## src/rtl/bfx_pkg.sv

```systemverilog
package bfx_pkg;

    localparam int unsigned BFX_W     = 64;
    localparam int unsigned BFX_POS_W = $clog2(BFX_W);

    typedef logic [BFX_W-1:0]     bfx_word_t;
    typedef logic [BFX_POS_W-1:0] bfx_pos_t;

    typedef struct packed {
        bfx_word_t operand;
        bfx_pos_t  first;
        bfx_pos_t  last;
    } bfx_req_t;

    typedef struct packed {
        logic      valid;
        bfx_word_t field;
    } bfx_rsp_t;

    // Span between positions, modulo the word size (length minus one).
    function automatic bfx_pos_t bfx_span(input bfx_pos_t first, input bfx_pos_t last);
        return bfx_pos_t'(last - first);
    endfunction

endpackage

```

## src/rtl/bfx_rotator.sv

```systemverilog
module bfx_rotator
    import bfx_pkg::*;
#(
    parameter int unsigned W     = BFX_W,
    parameter int unsigned AMT_W = $clog2(W)
) (
    input  logic [W-1:0]     din_i,
    input  logic [AMT_W-1:0] amt_i,
    output logic [W-1:0]     dout_o
);
    // Logarithmic rotator: stage s rotates right by 2**s when amt bit s is set.
    logic [W-1:0] stage [0:AMT_W];

    assign stage[0] = din_i;

    for (genvar s = 0; s < AMT_W; s++) begin : g_stage
        localparam int unsigned STEP = 1 << s;
        logic [W-1:0] rotated;
        assign rotated      = {stage[s][STEP-1:0], stage[s][W-1:STEP]};
        assign stage[s+1]   = amt_i[s] ? rotated : stage[s];
    end

    assign dout_o = stage[AMT_W];

endmodule

```

## src/rtl/bfx_mask_gen.sv

```systemverilog
module bfx_mask_gen
    import bfx_pkg::*;
#(
    parameter int unsigned W     = BFX_W,
    parameter int unsigned POS_W = $clog2(W)
) (
    input  logic [POS_W-1:0] span_i,
    output logic [W-1:0]     mask_o
);
    // Thermometer mask: bit i set when i does not exceed the span.
    for (genvar i = 0; i < W; i++) begin : g_bit
        assign mask_o[i] = (POS_W'(i) <= span_i);
    end

endmodule

```

## src/rtl/bfx_extract_unit.sv

```systemverilog
module bfx_extract_unit
    import bfx_pkg::*;
(
    input  logic                 clk,
    input  logic                 rst,
    input  logic                 in_valid,
    input  logic [BFX_W-1:0]     in_operand,
    input  logic [BFX_POS_W-1:0] in_first,
    input  logic [BFX_POS_W-1:0] in_last,
    output logic                 out_valid,
    output logic [BFX_W-1:0]     out_field
);
    localparam int unsigned W     = BFX_W;
    localparam int unsigned POS_W = BFX_POS_W;

    bfx_req_t  req;
    bfx_rsp_t  rsp_q;
    bfx_word_t rotated;
    bfx_word_t mask;
    bfx_pos_t  span;

    assign req.operand = in_operand;
    assign req.first   = in_first;
    assign req.last    = in_last;

    assign span = bfx_span(req.first, req.last);

    bfx_rotator #(.W(W), .AMT_W(POS_W)) u_rot (
        .din_i  (req.operand),
        .amt_i  (req.first),
        .dout_o (rotated)
    );

    bfx_mask_gen #(.W(W), .POS_W(POS_W)) u_mask (
        .span_i (span),
        .mask_o (mask)
    );

    always_ff @(posedge clk) begin
        if (rst) begin
            rsp_q <= '0;
        end else begin
            rsp_q.valid <= in_valid;
            if (in_valid) begin
                rsp_q.field <= rotated & mask;
            end
        end
    end

    assign out_valid = rsp_q.valid;
    assign out_field = rsp_q.field;

    // ------------------------------------------------------------------
    // Assertions
    // ------------------------------------------------------------------
    AST_RESET_CLEARS: assert property (@(posedge clk) rst |=> (!out_valid && out_field == '0));

    AST_VALID_SET: assert property (@(posedge clk) disable iff (rst) in_valid |=> out_valid);

    AST_VALID_CLR: assert property (@(posedge clk) disable iff (rst) !in_valid |=> !out_valid);

    AST_HOLD_IDLE: assert property (@(posedge clk) disable iff (rst) !in_valid |=> $stable(out_field));

    AST_ROT_KEEPS_ONES: assert property (@(posedge clk) disable iff (rst)
        in_valid |-> ($countones(rotated) == $countones(in_operand)));

    AST_ROT_ZERO_IDENT: assert property (@(posedge clk) disable iff (rst)
        (in_valid && in_first == '0) |-> (rotated == in_operand));

    AST_MASK_LEN: assert property (@(posedge clk) disable iff (rst)
        in_valid |-> ($countones(mask) == int'(span) + 1));

    AST_ZERO_ABOVE: assert property (@(posedge clk) disable iff (rst)
        in_valid |=> ((out_field >> (int'($past(span)) + 1)) == '0));

endmodule

```

## config.mk

```make
export PLATFORM = sky130hd
export DESIGN_NAME = bfx_extract_unit
export DESIGN_NICKNAME = d
export VERILOG_FILES = /design/src/rtl/bfx_pkg.sv /design/src/rtl/bfx_rotator.sv /design/src/rtl/bfx_mask_gen.sv /design/src/rtl/bfx_extract_unit.sv
export SDC_FILE = /design/constraint.sdc
export NUM_CORES = 1
export LEC_CHECK = 0
export BUFFER_PORTS_ARGS = -buffer_cell sky130_fd_sc_hd__buf_2
export CORE_ASPECT_RATIO = 1.25
export CORE_MARGIN = 2
export CORE_UTILIZATION = 52
export CTS_CLUSTER_SIZE = 25
export DETAILED_ROUTE_END_ITERATION = 7
export GPL_TIMING_DRIVEN = 0
export PLACE_DENSITY_LB_ADDON = 0.12
export SLEW_MARGIN = 30
export SYNTH_ARGS = -nofsm -noshare
export SYNTH_HDL_FRONTEND = slang
export SYNTH_SLANG_ARGS = --single-unit
```

## constraint.sdc

```tcl
create_clock -name clk -period 3.05 [get_ports clk]
set_input_delay 0.4575 -clock clk [delete_from_list [all_inputs] [get_ports clk]]
set_output_delay 0.4575 -clock clk [all_outputs]
set_load 0.01 [all_outputs]
```

==> results.md, run 1 <==
* Status: completed
* Post-synthesis sequential area ratio at 17.84%
* Reg2Reg Setup Slack at 2.24 ns
* CP Capture Point: out_field[46]
* Share of layout cells above drive strength 1 at 33.47%
* Starting Density at 53.05%
* Post-synth EDFFs at 0
* Site row count at 48
* Worst R2R End: out_field[39]
* First-pass GRT wire length at 45010 µm
* Buffers from clock root to sink, at most at 2
* Buf/Inv on CP at 4
* CP max FO at 13
* # DRC at 0
* Antenna-violating nets left at 0
* Critical Path Slowest Stage Cell: ha_1
* Pre-antenna DRT Iters at 5
* Pin count of the biggest net entering global routing at 16
* Via-to-Cell Ratio at 7.219
* Final wirelength at 30600 µm
* Via count at 8085
* Input/output buffers at 141
* DRT iter0 DRCs at 1153
* Synthesized flop and latch total at 65
* Post-synth ARST share at 0%
* Post-synth top area share at 20.68%
* GPL Wtd Cong at 1.024
* Unrepaired setup endpoints after global routing: false
* H-tree Lvls at 3
* Yosys warning total at 0
* Reg clk slew, reported paths at 0.06 ns
* DIE HEIGHT at 136.4 µm
* Avg Inst Size Synth at 9.189 µm²
* Crit Reg-Reg Startpoint: out_field[39]
* Synth unique cells at 64
* GRT Overall Usage at 40.53%
* Top-count cell post-synth: nand2_1
* Hold/Removal Path Class: reg -> reg
* Slew headroom at 47.66%
* Setup CP Type: in -> reg
* Total placed cells including tap cells at 1110
* Final hold slack at 0.4550 ns
* Antenna violations before repair at 1
* Maxcap violations at 0
* Root buffer cell: clkbuf_16
* NumNets Final at 1024
* Vias in the first global route at 7620
* Die footprint at 0.01500 mm²
* WP depth at 11
* Core ar. at 0.01375 mm²
* # hold bufs at CTS at 0
* Crit. Startpoint: in_first[3]
* Most used flip-flop cell after synthesis: dfxtp_1
* Max Slew Vio Count at 0
* Period utilization at 98.04%
* Max Freq at 0.3344 GHz
* Peak VDD IR at 0.0004855 V
* Pleak at 3.564 nW
* Setup-failing EPs final at 0
* P&R area growth vs syn at 17.96%
* Worst reg2reg path depth at 3
* Final Hold Fails at 0
* Post-route insts no fill at 1120
* Hpwl dp at 24870 µm
* Tot Pwr at 3.766 mW
* Sinks on Clock Net at 65
* Synthesized net count at 879
* Top delay family on crit path: compound AO/OA/AOI/OAI gates
* Critical-path cell list: clkbuf_4 -> buf_6 -> inv_1 -> ha_1 -> a21o_1 -> a21oi_1 -> a21oi_2 -> or3_1 -> clkbuf_1 -> o32ai_2 -> a22o_1
* Ranking of synthesized cells by area: mux4_2, dfxtp_1, mux2i_1
* Clock Latency Late Sink at 0.34 ns
* Worst setup EP type: register
* Setup_tns at 0 ns
* Clock skew at 0 ns
* Die W at 109.9 µm
* CTS tree: yes
* Cell Pwr Density at 437.6 mW/mm²
* Synth area leader: mux4_2
* Fill count at 1235
* Top cells by count, synth: nand2_1, mux4_2, dfxtp_1
* WP data required at 3.34 ns
* Cts bufs inserted at 9
* CP max stage delay at 0.47 ns
* GR Overflow Total at 0
* Worst-margin pin slew at 0.7633 ns
* CP arrival at 3.28 ns
* Drt wl/cell at 27.32 µm
* IO Count at 144
* Critical Path Start Type: primary input
* Final core utilization at 62.57%
* Tmin final at 2.990 ns
* Syn Inst Count at 794
* Synthesized area at 0.007296 mm²
-- metal layers --
metal  vias to the layer above  routed length (µm)  global-route usage, %
met5                         -                   0                      0
met4                         0                2810                  31.22
met3                       166                2891                  4.698
met2                       668               14090                  66.36
met1                      3763               10810                  47.68
li1                       3488                   -                      -
-- worst min-delay path by stage --
stage / cells past startpoint / startpoint / endpoint / slack, ns
after global routing: 2 / out_field[63] / out_field[63] / 0.47
after detailed placement: 2 / out_field[52] / out_field[52] / 0.44
after CTS: 2 / out_field[52] / out_field[52] / 0.46
after floorplan: 2 / out_field[51] / out_field[51] / 0.48
after global placement: 2 / out_field[52] / out_field[52] / 0.44
final: 2 / out_field[51] / out_field[51] / 0.46
-- cells by family after synthesis --
logic type,count (synthesis),synth area share [%]
adder cells (fa/ha/maj),6,1.132
flip-flops,65,17.84
multiplexers,170,36.17
AND/OR/NAND/NOR,200,11.92
buffers and inverters,85,5.385
XOR/XNOR,6,0.7204
AO/OA/AOI/OAI,262,26.84
-- power breakdown --
group | leakage, nW | switching (mW) | internal [mW]
clock | 0.147 | 0.421 | 0.641
sequential | 0.530 | 0.0353 | 0.917
combinational | 2.89 | 1.08 | 0.669
total | 3.56 | 1.54 | 2.23
-- area by class of cell --
class | count | area (µm²) | share of cell area, %
Buffer | 66 | 339.1 | 3.940
Clock buffer | 9 | 225.2 | 2.617
Tap cell | 175 | 219.0 | 2.544
Timing Repair Buffer | 141 | 708.2 | 8.229
Inverter | 12 | 50.05 | 0.5816
Clock inverter | 7 | 77.57 | 0.9014
Sequential cell | 65 | 1301 | 15.12
Multi-Input combinational cell | 644 | 5683 | 66.04
Antenna cell | 1 | 2.502 | 0.02908
-- per-stage QoR --
stage / area [µm²] / setup WS [ns]
3_3_place_gp: 8220 / -1.053
6_report: 8606 / 0.05980
3_5_place_dp: 8220 / -1.029
5_1_grt: 8603 / 0.01319
2_1_floorplan: 7296 / 0.005026
4_1_cts: 8583 / 0.02434
-- registers in the layout, indices dropped and copies added (netlist names) --
register	count
out_field	64
out_valid	1
-- placed cells by master (no fill, tap or decap), types with 5 or more instances in the layout --
cell,instances
a21o_1,6
a21oi_1,13
a22o_1,36
a22oi_1,49
a32o_1,19
and2_1,8
buf_2,150
buf_6,8
clkbuf_1,37
clkbuf_16,9
clkbuf_2,6
dfxtp_1,65
inv_1,9
mux2_2,38
mux2i_1,59
mux4_2,67
nand2_1,99
nand3_1,19
nand4_1,6
nor2_1,42
nor2b_1,5
o211ai_1,9
o21ai_0,35
o22ai_1,36
o2bb2ai_1,5
o31ai_1,9
or3_1,5
-- worst min-delay path, cell delays in order, from the launching register on --
cell and delay, ns:
dfxtp_1 0.32, nand2_1 0.05, o31ai_1 0.05
-- timing repair --
| action | 4_1_cts | 5_1_grt |
|---|---|---|
| buffers inserted | 0 | 0 |
| endpoints found under the setup margin | 63 | 60 |
| resized for setup | 24 | 7 |
| endpoints found under the hold margin | 0 | 0 |
No activity file was read; power rests on OpenSTA's default activity.
==> run 2: changes to the inputs <==
--- a/config.mk
+++ b/config.mk
@@ -12,6 +12,7 @@
 export CTS_CLUSTER_SIZE = 25
 export DETAILED_ROUTE_END_ITERATION = 7
 export GPL_TIMING_DRIVEN = 0
+export MAX_ROUTING_LAYER = met4
 export PLACE_DENSITY_LB_ADDON = 0.12
 export SLEW_MARGIN = 30
 export SYNTH_ARGS = -nofsm -noshare
==> constraint.sdc (replaced) <==
create_clock -name clk -period 2.55 [get_ports clk]
set_input_delay 0.3825 -clock clk [delete_from_list [all_inputs] [get_ports clk]]
set_output_delay 0.3825 -clock clk [all_outputs]
set_load 0.01 [all_outputs]
==> results.md, run 2 (synthesized netlist as in run 1, its figures left out) <==
* Hpwl dp at 24510 µm
* Antenna violations before repair at 1
* Final Hold Fails at 0
* Unrepaired setup endpoints after global routing: true
* WP data required at 2.78 ns
* Antenna-violating nets left at 0
* Worst setup EP type: register
* H-tree Lvls at 3
* Core ar. at 0.01375 mm²
* Most frequent cells in the layout: buf_2, nand2_1, mux4_2
* Site row count at 48
* Vias in the first global route at 7688
* Pre-antenna DRT Iters at 6
* Fill count at 1188
* GRT Overall Usage at 41.73%
* CP max FO at 10
* Hold/Removal Path Class: reg -> reg
* Maxcap violations at 0
* Tmin final at 2.511 ns
* Reg clk slew, reported paths at 0.06 ns
* Total placed cells including tap cells at 1110
* Drt wl/cell at 27.01 µm
* Max Slew Vio Count at 0
* Die W at 109.9 µm
* Final wirelength at 30520 µm
* Die footprint at 0.01500 mm²
* Setup-failing EPs final at 0
* Share of layout cells above drive strength 1 at 37.21%
* First-pass GRT wire length at 45030 µm
* Starting Density at 53.05%
* DRT iter0 DRCs at 1285
* Root buffer cell: clkbuf_16
* CP arrival at 2.74 ns
* # hold bufs at CTS at 0
* CTS tree: yes
* Max reg flops at 64
* GR Overflow Total at 0
* Sinks on Clock Net at 65
* Post-route insts no fill at 1130
* # DRC at 0
* Critical Path Start Type: primary input
* NumNets Final at 1035
* Tot Pwr at 4.687 mW
* Status: completed
* Setup CP Type: in -> reg
* Via count at 8196
* Max Freq at 0.3982 GHz
* DIE HEIGHT at 136.4 µm
* Via-to-Cell Ratio at 7.253
* Most common cell after layout, fill and taps aside: buf_2
* Cell Pwr Density at 519.9 mW/mm²
* Peak VDD IR at 0.0005011 V
* Worst-margin pin slew at 0.8442 ns
* GPL Wtd Cong at 1.089
* Input/output buffers at 141
* P&R area growth vs syn at 23.56%
* Pin count of the biggest net entering global routing at 12
* Pleak at 3.680 nW
* Clock skew at 0 ns
* Cts bufs inserted at 9
* Final hold slack at 0.4481 ns
* Clock Latency Late Sink at 0.34 ns
* Buffers from clock root to sink, at most at 2
* IO Count at 144
* Period utilization at 98.48%
* Slew headroom at 43.51%
-- run 2: changes by cell type in the layout (fill, tap and decap cells not counted), moves of 3 or more --
cell	previous run	this run
mux2i_1	59	48
mux2i_2	1	12
buf_4	1	7
buf_8	0	4
clkbuf_2	6	2
clkbuf_4	3	7
clkbuf_8	0	4
inv_6	3	0
-- run 2: stage by stage --
step | cell area [µm²] | worst slack, ns | TNS, ns | utilization (%)
3_5_place_dp | 8342 | -0.7100 | -34.78 | 60.65
3_3_place_gp | 8342 | -0.7362 | -35.04 | 60.65
4_1_cts | 8837 | 0.005517 | 0 | 64.26
6_report | 9015 | 0.03885 | 0 | 65.55
2_1_floorplan | 7417 | -0.009484 | -0.06418 | -
5_1_grt | 9015 | -0.04683 | -0.1624 | 65.55
-- run 2: path summary, 6_finish.rpt --
kind                            cells past startpoint       endpoint           from  slack [ns]
worst max-delay path                               12   out_field[1]    in_first[1]        0.04
worst min-delay path                                2  out_field[52]  out_field[52]        0.45
worst max register to register                      3  out_field[39]  out_field[39]        1.77
worst min register to register                      2  out_field[52]  out_field[52]        0.45
-- run 2: power breakdown --
group	internal (mW)	switching, mW	leakage [nW]
registers	1.10	0.0439	0.530
logic	0.895	1.34	3.00
clock network	0.849	0.456	0.149
total	2.84	1.84	3.68
-- run 2: routing by layer --
layer / GRT usage (%) / up-vias / routed length, µm
li1: - / 3510 / -
met1: 48.11 / 3830 / 10880
met2: 66.80 / 689 / 14220
met3: 5.034 / 167 / 2873
met4: 29.04 / 0 / 2544
met5: - / - / 0
-- run 2: final cells by class --
| class | instances | area [µm²] | area share (%) |
|---|---|---|---|
| flip-flops and latches | 65 | 1301 | 14.43 |
| repair buffers | 148 | 762.0 | 8.452 |
| clock inverters | 5 | 81.33 | 0.9022 |
| diodes | 1 | 2.502 | 0.02776 |
| multi-input cells | 644 | 5904 | 65.50 |
| well taps | 175 | 219.0 | 2.429 |
| clock buffers | 10 | 229.0 | 2.540 |
| inverters | 12 | 48.80 | 0.5413 |
| plain buffers | 70 | 466.7 | 5.177 |
-- run 2: repair_timing --
| item | 4_1_cts | 5_1_grt |
|---|---|---|
| pin swaps | 5 | 9 |
| gates cloned | 1 | 0 |
| setup buffers | 4 | 2 |
| setup endpoints to repair | 63 | 59 |
| resized for setup | 34 | 38 |
-- run 2: worst max-delay path: stages --
cell and delay [ns]:
buf_12 0.12, buf_12 0.16, buf_8 0.17, inv_2 0.09
ha_1 0.32, nor2b_1 0.17, o2111a_1 0.29, o22ai_4 0.23
and2_4 0.27, buf_4 0.15, nand4_1 0.09, a32o_1 0.28
==> run 3: changes to the inputs <==
--- a/config.mk
+++ b/config.mk
@@ -6,9 +6,11 @@
 export NUM_CORES = 1
 export LEC_CHECK = 0
 export BUFFER_PORTS_ARGS = -buffer_cell sky130_fd_sc_hd__buf_2
+export CELL_PAD_IN_SITES_DETAIL_PLACEMENT = 0
+export CELL_PAD_IN_SITES_GLOBAL_PLACEMENT = 2
 export CORE_ASPECT_RATIO = 1.25
 export CORE_MARGIN = 2
-export CORE_UTILIZATION = 52
+export CORE_UTILIZATION = 31
 export CTS_CLUSTER_SIZE = 25
 export DETAILED_ROUTE_END_ITERATION = 7
 export GPL_TIMING_DRIVEN = 0
==> results.md, run 3 (synthesized netlist as in run 1, its figures left out) <==
* Cell Pwr Density at 526.1 mW/mm²
* Core ar. at 0.02304 mm²
* Via count at 7984
* GRT Overall Usage at 29.61%
* H-tree Lvls at 3
* Critical Path Start Type: primary input
* Die footprint at 0.02479 mm²
* Starting Density at 31.67%
* GPL Wtd Cong at 1.004
* WP data required at 2.78 ns
* IO Count at 144
* Cts bufs inserted at 9
* Period utilization at 99.06%
* Worst reg2reg path depth at 3
* Site row count at 62
* Pre-antenna DRT Iters at 5
* Root buffer cell: clkbuf_16
* Fill count at 2376
* Clock Latency Late Sink at 0.33 ns
* Hold/Removal Path Class: reg -> reg
* PnR worst setup slack at 0.02409 ns
* Die W at 141.2 µm
* Hold Path Origin: out_field[51]
* Worst-margin pin slew at 0.9158 ns
* Antenna violations before repair at 0
* Hold depth at 2
* Buffers from clock root to sink, at most at 2
* Min-Delay Endpoint: out_field[51]
* Reg clk slew, reported paths at 0.06 ns
* Peak VDD IR at 0.0003467 V
* Max reg flops at 64
* Input/output buffers at 141
* NumNets Final at 1041
* Worst R2R End: out_field[39]
* GR Overflow Total at 0
* Antenna-violating nets left at 0
* Hpwl dp at 30130 µm
* Status: completed
* Worst setup EP type: register
* CP max FO at 10
* Setup-failing EPs final at 0
* Slew headroom at 38.72%
* Max Slew Vio Count at 0
* Vias in the first global route at 7878
* Tmin final at 2.526 ns
* Setup CP Type: in -> reg
* Dpl ws at -0.9370 ns
* Most common cell after layout, fill and taps aside: buf_2
* Most frequent cells in the layout: buf_2, nand2_1, mux4_2
* First-pass GRT wire length at 52960 µm
* Share of layout cells above drive strength 1 at 38.92%
* Clock skew at 0 ns
* Pleak at 3.733 nW
* CTS tree: yes
* DIE HEIGHT at 175.5 µm
* P&R area growth vs syn at 27.53%
* CP arrival at 2.75 ns
* Crit Reg-Reg Startpoint: out_field[39]
* Pin count of the biggest net entering global routing at 14
* # diodes at 0
* Reg2Reg Setup Slack at 1.75 ns
* Drt wl/cell at 29.08 µm
* Via-to-Cell Ratio at 6.392
* Maxcap violations at 0
* Setup_tns at 0 ns
* # DRC at 0
* Final Hold Fails at 0
* Max Freq at 0.3959 GHz
* Final wirelength at 36320 µm
* DRT iter0 DRCs at 726
* Sinks on Clock Net at 65
## run 3: metal layers
layer,share of wire [%],track usage (%)
met5,0,-
met4,5.4,14.58
met1,39,34.68
met2,50,50.89
met3,5.9,2.672
## run 3: worst max-delay path, stage by stage
cell and delay [ns]:
buf_12 0.13, buf_6 0.21, buf_6 0.21, mux4_2 0.63, mux2_2 0.32, a22oi_1 0.26, o21a_1 0.22, o22ai_1 0.14
a22o_1 0.24
## run 3: timing repair
item | in CTS | in global routing
gates cloned | 1 | 0
buffers inserted | 9 | 1
endpoints found under the setup margin | 64 | 60
resized for setup | 61 | 39
hold buffers | 0 | 0
pin swaps | 9 | 9
endpoints found under the hold margin | 0 | 0
## run 3: cell type report
class / count / area [µm²] / area share (%)
timing repair buffer: 152 / 803.3 / 8.634
sequential: 65 / 1301 / 13.99
tap: 288 / 360.3 / 3.873
clock buffer: 9 / 225.2 / 2.421
multi-input combinational: 644 / 5909 / 63.52
inverter: 12 / 53.80 / 0.5783
clock inverter: 7 / 101.3 / 1.089
buffer: 72 / 549.3 / 5.904
## run 3: where the power goes
group,internal [mW],leakage [nW],switching [mW],total [mW]
clock,0.864,0.153,0.502,1.37
combinational,0.952,3.05,1.43,2.39
sequential,1.10,0.530,0.0465,1.14
## run 3: metrics by stage
step	total power [mW]	hold slack [ns]	instance area, µm²	instances	util [%]
6_report	4.895	0.4461	9304	1249	40.38
5_1_grt	5.088	0.4659	9304	1249	40.38
4_1_cts	4.828	0.4516	9184	1248	39.86
3_5_place_dp	3.278	0.4383	8483	1223	36.82
3_3_place_gp	3.291	0.4357	8483	1223	36.82
2_1_floorplan	2.504	0.4774	7417	794	-
## run 3: worst max-delay path by stage
stage | startpoint | endpoint | slack [ns]
6_report | in_first[1] | out_field[23] | 0.02
5_1_grt | in_first[4] | out_field[20] | -0.03
2_1_floorplan | in_first[3] | out_field[1] | -0.009
3_5_place_dp | in_first[3] | out_field[48] | -0.94
4_1_cts | in_first[3] | out_field[46] | 0.007
3_3_place_gp | in_first[3] | out_field[48] | -0.95
